### config.mk
export PLATFORM = sky130hd
export DESIGN_NAME = i2c_rstart_seq
export DESIGN_NICKNAME = d
export VERILOG_FILES = /design/src/rtl/rsq_pkg.sv /design/src/rtl/rsq_baud_cnt.sv /design/src/rtl/rsq_start_det.sv /design/src/rtl/rsq_seq_fsm.sv /design/src/rtl/i2c_rstart_seq.sv
export SDC_FILE = /design/constraint.sdc
export NUM_CORES = 1
export LEC_CHECK = 0
export BUFFER_PORTS_ARGS = -buffer_cell sky130_fd_sc_hd__buf_2
export CAP_MARGIN = 20
export CORE_UTILIZATION = 46
export DETAILED_ROUTE_END_ITERATION = 8
export PLACE_DENSITY_LB_ADDON = 0.2
export SLEW_MARGIN = 20
export SYNTH_ARGS = -nofsm -noshare
export SYNTH_HDL_FRONTEND = slang
export SYNTH_SLANG_ARGS = --single-unit
### constraint.sdc
create_clock -name clk -period 1.7 [get_ports clk]
set_clock_uncertainty 0.1 [all_clocks]
set_input_delay 0.255 -clock clk [delete_from_list [all_inputs] [get_ports clk]]
set_output_delay 0.255 -clock clk [all_outputs]
set_load 0.05 [all_outputs]
### src/rtl/rsq_pkg.sv
package rsq_pkg;

    typedef enum logic [2:0] {
        ST_IDLE,
        ST_SCL_LO,
        ST_SDA_HI,
        ST_SCL_REL,
        ST_BOTH_HI,
        ST_SDA_LO
    } seq_state_e;

    typedef struct packed {
        seq_state_e state;
        logic       sda_hold;
    } seq_regs_t;

endpackage

### src/rtl/rsq_baud_cnt.sv
module rsq_baud_cnt #(
    parameter int CNT_W = 7
) (
    input  logic             clk,
    input  logic             rst_n,
    input  logic             load,
    input  logic [CNT_W-1:0] load_val,
    output logic             zero
);
    logic [CNT_W-1:0] cnt_d, cnt_q;

    always_comb begin
        cnt_d = cnt_q;
        if (load) begin
            cnt_d = load_val;
        end else if (cnt_q != '0) begin
            cnt_d = cnt_q - 1'b1;
        end
    end

    always_ff @(posedge clk or negedge rst_n) begin
        if (!rst_n) cnt_q <= '0;
        else        cnt_q <= cnt_d;
    end

    assign zero = (cnt_q == '0);
endmodule

### src/rtl/rsq_start_det.sv
module rsq_start_det (
    input  logic clk,
    input  logic rst_n,
    input  logic scl_in,
    input  logic sda_in,
    output logic start_pulse
);
    logic prev_sda_d, prev_sda_q;

    always_comb begin
        prev_sda_d  = sda_in;
        start_pulse = prev_sda_q && !sda_in && scl_in;
    end

    always_ff @(posedge clk or negedge rst_n) begin
        if (!rst_n) prev_sda_q <= 1'b1;
        else        prev_sda_q <= prev_sda_d;
    end
endmodule

### src/rtl/rsq_seq_fsm.sv
module rsq_seq_fsm
    import rsq_pkg::*;
(
    input  logic clk,
    input  logic rst_n,
    input  logic go,
    input  logic scl_in,
    input  logic sda_in,
    input  logic cnt_zero,
    output logic cnt_load,
    output logic scl_out,
    output logic sda_out,
    output logic active,
    output logic done,
    output logic coll
);
    seq_regs_t r_d, r_q;

    always_comb begin
        r_d      = r_q;
        cnt_load = 1'b0;
        done     = 1'b0;
        coll     = 1'b0;
        unique case (r_q.state)
            ST_IDLE: begin
                if (go) r_d.state = ST_SCL_LO;
            end
            ST_SCL_LO: begin
                if (!scl_in) begin
                    r_d.state = ST_SDA_HI;
                    cnt_load  = 1'b1;
                end
            end
            ST_SDA_HI: begin
                if (cnt_zero && sda_in) r_d.state = ST_SCL_REL;
            end
            ST_SCL_REL: begin
                if (scl_in) begin
                    if (!sda_in) begin
                        coll         = 1'b1;
                        r_d.state    = ST_IDLE;
                        r_d.sda_hold = 1'b1;
                    end else begin
                        r_d.state = ST_BOTH_HI;
                        cnt_load  = 1'b1;
                    end
                end
            end
            ST_BOTH_HI: begin
                if (!scl_in) begin
                    coll         = 1'b1;
                    r_d.state    = ST_IDLE;
                    r_d.sda_hold = 1'b1;
                end else if (cnt_zero) begin
                    r_d.state = ST_SDA_LO;
                    cnt_load  = 1'b1;
                end
            end
            ST_SDA_LO: begin
                if (cnt_zero) begin
                    done         = 1'b1;
                    r_d.state    = ST_IDLE;
                    r_d.sda_hold = 1'b0;
                end
            end
            default: r_d.state = ST_IDLE;
        endcase
    end

    always_ff @(posedge clk or negedge rst_n) begin
        if (!rst_n) begin
            r_q.state    <= ST_IDLE;
            r_q.sda_hold <= 1'b1;
        end else begin
            r_q <= r_d;
        end
    end

    always_comb begin
        active  = (r_q.state != ST_IDLE);
        scl_out = !((r_q.state == ST_SCL_LO) || (r_q.state == ST_SDA_HI));
        if (r_q.state == ST_SDA_LO)
            sda_out = 1'b0;
        else if ((r_q.state == ST_IDLE) || (r_q.state == ST_SCL_LO))
            sda_out = r_q.sda_hold;
        else
            sda_out = 1'b1;
    end
endmodule

### src/rtl/i2c_rstart_seq.sv
module i2c_rstart_seq #(
    parameter int CTRL_W   = 5,
    parameter int RSEN_BIT = 1,
    parameter int DIV_W    = 7,
    parameter int DATA_W   = 8
) (
    input  logic              clk,
    input  logic              rst_n,
    input  logic              tx_busy,
    input  logic              ctrl_wr,
    input  logic [CTRL_W-1:0] ctrl_wdata,
    output logic [CTRL_W-1:0] ctrl_rdata,
    input  logic              div_wr,
    input  logic [DIV_W-1:0]  div_wdata,
    input  logic              txbuf_wr,
    input  logic [DATA_W-1:0] txbuf_wdata,
    output logic [DATA_W-1:0] txbuf_q,
    input  logic              flags_clr,
    input  logic              scl_in,
    input  logic              sda_in,
    output logic              scl_out,
    output logic              sda_out,
    output logic              start_seen,
    output logic              bus_coll,
    output logic              wr_coll,
    output logic              irq
);
    typedef struct packed {
        logic [CTRL_W-1:0] ctrl;
        logic [DIV_W-1:0]  div;
        logic [DATA_W-1:0] txbuf;
        logic              irq;
        logic              bus_coll;
        logic              wr_coll;
        logic              start_seen;
    } top_regs_t;

    top_regs_t r_d, r_q;

    logic go, seq_active, seq_done, seq_coll, cnt_load, cnt_zero, start_pulse;

    rsq_baud_cnt #(.CNT_W(DIV_W)) u_baud (
        .clk      (clk),
        .rst_n    (rst_n),
        .load     (cnt_load),
        .load_val (r_q.div),
        .zero     (cnt_zero)
    );

    rsq_start_det u_sdet (
        .clk         (clk),
        .rst_n       (rst_n),
        .scl_in      (scl_in),
        .sda_in      (sda_in),
        .start_pulse (start_pulse)
    );

    rsq_seq_fsm u_fsm (
        .clk      (clk),
        .rst_n    (rst_n),
        .go       (go),
        .scl_in   (scl_in),
        .sda_in   (sda_in),
        .cnt_zero (cnt_zero),
        .cnt_load (cnt_load),
        .scl_out  (scl_out),
        .sda_out  (sda_out),
        .active   (seq_active),
        .done     (seq_done),
        .coll     (seq_coll)
    );

    always_comb begin
        r_d = r_q;
        go  = ctrl_wr && ctrl_wdata[RSEN_BIT] && !seq_active && !tx_busy;

        // control register: locked while the sequence runs
        if (ctrl_wr && !seq_active) begin
            r_d.ctrl = ctrl_wdata;
            if (tx_busy) r_d.ctrl[RSEN_BIT] = 1'b0;
        end
        if (seq_done || seq_coll) r_d.ctrl[RSEN_BIT] = 1'b0;

        if (div_wr) r_d.div = div_wdata;

        if (flags_clr) begin
            r_d.irq        = 1'b0;
            r_d.bus_coll   = 1'b0;
            r_d.wr_coll    = 1'b0;
            r_d.start_seen = 1'b0;
        end

        if (txbuf_wr) begin
            if (seq_active) r_d.wr_coll = 1'b1;
            else            r_d.txbuf   = txbuf_wdata;
        end
        if (seq_done)    r_d.irq        = 1'b1;
        if (seq_coll)    r_d.bus_coll   = 1'b1;
        if (start_pulse) r_d.start_seen = 1'b1;
    end

    always_ff @(posedge clk or negedge rst_n) begin
        if (!rst_n) r_q <= '0;
        else        r_q <= r_d;
    end

    assign ctrl_rdata = r_q.ctrl;
    assign txbuf_q    = r_q.txbuf;
    assign irq        = r_q.irq;
    assign bus_coll   = r_q.bus_coll;
    assign wr_coll    = r_q.wr_coll;
    assign start_seen = r_q.start_seen;
endmodule

==> impl_metrics.csv <==
group,metric,value,unit
run_status,status,"finished, violations left",
run_status,violations,"setup timing",
synth,synth_fp_nets,187,
detailed_routing,dr_total_vias,1325,
worst_hold_path,whs_path_depth,2,
global_routing,track_usage,18.2,%
placement,dpl.hpwl,2420,µm
pwr,power.leakage,0.00108,µW
synth,synth_common_cells,"34 x dfrtp_1, 21 x mux2_2, 14 x nand2_1",
synth,netlist-cell-type-count,34,
clock_network,cts_made_buffers,5,
detailed_routing,wl_per_cell,14.1,µm
setup_path,path_class,"reg2out",
sta,timing.fmax,0.588,GHz
clock_network,clk_pin_slew_worst_paths,0.07,ns
detailed_routing,drt-initial-drc-count,18,
clock_network,cts_tree,"yes",
pwr,p_per_area,1940,nW/µm²
synth,async_flop_share,100,%
pwr,p_seq_share,30.9,%
finish,n_antenna_cell,0,
detailed_routing,drt_pre_antenna_iters,4,
pwr,p_comb_share,50.7,%
finish,fin_util,62.8,%
synth,synth_top_area_share,48.7,%
setup_path,r2r_slack,-0.002,ns
global_routing,grt_pass1_wl,5540,µm
sta,setup_viol,2,
synth,synth_area_per_cell,11.1,µm²
clock_network,clk_latency,0.29,ns
clock_network,htreeDepth,2,
setup_path,worst_ep_arrival_time,1.35,ns
floorplan,core-area,3660,µm²
synth,synthesis.area,1750,µm²
worst_hold_path,hold_path_end,"bus_coll$_DFFE_PN0P_",
floorplan,die_h,63.6,µm
finish,fin_cells,258,
finish,area_delta_synth_final,31.5,%
sta,worst_slack,-0.00205,ns
floorplan,start_util,47.7,%
sta,fin_crit_sh,100,%
synth,yosysMostFrequentCell,"dfrtp_1",
pwr,switching_power,1870,µW
synth,ys_seq_elements,36,
finish,fin_nets,239,
setup_path,crit_required,1.34,ns
synth,synth_ff_type,"dfrtp_1",
global_routing,grt_pass1_vias,1233,
setup_path,worst_setup_path_start_kind,"register",
synth,synth_edf_count,0,
setup_path,reg2reg_from,"u_baud.cnt_q[0]$_DFFE_PN0P_",
detailed_routing,route.detailed.drc,0,
setup_path,cp-end-kind,"primary output",
floorplan,die_w,63.6,µm
floorplan,io_pins,48,
clock_network,cts_root_buf,"clkbuf_8",
sta,rsz0062_at_grt,"yes",
sta,hold_violations,0,
sta,slew_viol_final,0,
global_routing,antenna_found_initial,0,
setup_path,r2r-end,"u_baud.cnt_q[1]$_DFFE_PN0P_",
synth,yosysSeqAreaShare,51.7,%
synth,yosysWarningCount,0,
detailed_routing,drtAntennaViolNets,0,
sta,relSlewSlack,69.7,%
pwr,clock_power_share,18.4,%
synth,synthCells,157,
worst_hold_path,hold_path.class,"in2reg",
clock_network,clock_path_buffers,2,
floorplan,std_cell_rows,22,
setup_path,crit_fanout,7,
flow_run,drv_cap,0,
pwr,p_sw_share,42.1,%
global_routing,grt_max_degree,20,
sta,fin_crit,1.70,ns
floorplan,dieArea,4050,µm²
worst_hold_path,min_from,"flags_clr",
synth,synth_area_leaders,"dfrtp_1 49%, mux2_2 14%, buf_4 5.6%",
finish,drive_above_1_share,53.8,%
placement,gp_congestion,0.923,
setup_path,reg2reg_depth,6,
global_routing,grt_overflow,0,
pwr,p_int,2580,µW
detailed_routing,drt_wl_total,3640,µm
synth,synth_top_cell_by_area,"dfrtp_1",
clock_network,cts.sinks,36,
placement,dp_cells,240,
placement,portBuffers,47,
detailed_routing,viasPerCell,5.14,
sta,tightest_slew,0.455,ns
pwr,irDropWorstVdd,1.01,mV
[through the flow]
| stage | area, µm² | total power (µW) | hold slack, ns | setup WS, ns | TNS, ns |
|---|---|---|---|---|---|
| after floorplan | 1760 | 3070 | -0.141 | 0.0334 | 0 |
| final | 2300 | 4450 | 0.0622 | -0.00205 | -0.00367 |
| after detailed placement | 1980 | 3290 | 0.133 | -0.125 | -0.735 |
| after global routing | 2300 | 4680 | 0.0628 | -0.0565 | -0.268 |
| after global placement | 1980 | 3220 | 0.128 | -0.0109 | -0.0211 |
| after CTS | 2190 | 4230 | 0.0594 | 0.00622 | 0 |
[critical path, stage by stage, from the launching register on]
cell	delay, ns
dfrtp_2	0.45
buf_4	0.17
nor2_2	0.13
a21oi_2	0.05
nand2_1	0.09
buf_6	0.17
[logic make-up (layout without fill, tap and decap cells)]
family	after synthesis	in the layout	share of synthesized area [%]
multiplexers	22	22	14.1
adder cells (fa/ha/maj)	1	1	0.716
AND/OR/NAND/NOR	36	36	10.1
buffers and inverters	30	83	10.3
flip-flops	36	36	51.7
XOR/XNOR	4	4	2.00
AO/OA/AOI/OAI	28	28	11.1
[layer usage]
metal  part of all wire, %  vias up  wire length, µm  GRT usage, %
met5                     0        -                0             0
met4                   1.7        0               62          9.38
met3                   4.8        6              174          5.25
met2                    53       38             1920          30.1
met1                    41      654             1480          21.3
li1                      -      627                -             -
[registers in the layout, summed over array words and instances, names as in the netlist]
signal / cells
u_sdet.prev_sda_q: 1
r_q: 7
bus_coll: 1
u_fsm.r_q: 4
wr_coll: 1
irq: 1
txbuf_q: 8
ctrl_rdata: 5
u_baud.cnt_q: 7
start_seen: 1
[cell type report]
type	instances	area [µm²]
Inverter	10	37.5
Timing Repair Buffer	65	432
Sequential cell	36	906
Clock buffer	7	96.3
Clock inverter	1	30.0
Fill cell	287	1360
Multi-Input combinational cell	91	737
Tap cell	48	60.1
[placed cells by master, fill, tap and decap left out, types with 3 or more instances in the layout]
| cell type | n |
|---|---|
| xnor2_1 | 3 |
| inv_2 | 3 |
| nand2_1 | 13 |
| a21oi_1 | 4 |
| buf_6 | 5 |
| nor2_1 | 5 |
| nor3_1 | 5 |
| o21ai_0 | 7 |
| clkbuf_8 | 7 |
| buf_4 | 10 |
| buf_2 | 45 |
| dfrtp_1 | 32 |
| o21ai_1 | 4 |
| mux2_2 | 19 |
| inv_1 | 7 |
[repair_timing]
item                                    CTS  global route
buffers inserted                          3             5
gates resized for setup                  13            21
endpoints found under the setup margin   19            22
hold endpoints to repair                 17             0
hold buffers                              2             0
pin swaps                                 1             5
[power groups by stage]
| stage | combinational (µW) | sequential [µW] | clock [µW] |
|---|---|---|---|
| 4_1_cts | 2030 | 1360 | 835 |
| 3_3_place_gp | 1870 | 1350 | 0 |
| 6_report | 2260 | 1380 | 821 |
| 5_1_grt | 2400 | 1420 | 870 |
| 3_5_place_dp | 1920 | 1370 | 0 |
| 2_1_floorplan | 1700 | 1370 | 0 |
[worst max path at each step]
stage / start / endpoint / depth (start not counted)
floorplan: u_baud.cnt_q[0]$_DFFE_PN0P_ / u_baud.cnt_q[1]$_DFFE_PN0P_ / 6
global placement: u_baud.cnt_q[0]$_DFFE_PN0P_ / u_baud.cnt_q[1]$_DFFE_PN0P_ / 6
detailed placement: u_baud.cnt_q[0]$_DFFE_PN0P_ / u_baud.cnt_q[1]$_DFFE_PN0P_ / 6
CTS: u_fsm.r_q[1]$_DFFE_PN0P_ / u_baud.cnt_q[2]$_DFFE_PN0P_ / 5
global route: u_baud.cnt_q[0]$_DFFE_PN0P_ / u_baud.cnt_q[1]$_DFFE_PN0P_ / 6
finish: u_fsm.r_q[1]$_DFFE_PN0P_ / sda_out / 5
(Power assumes the default switching activity.)
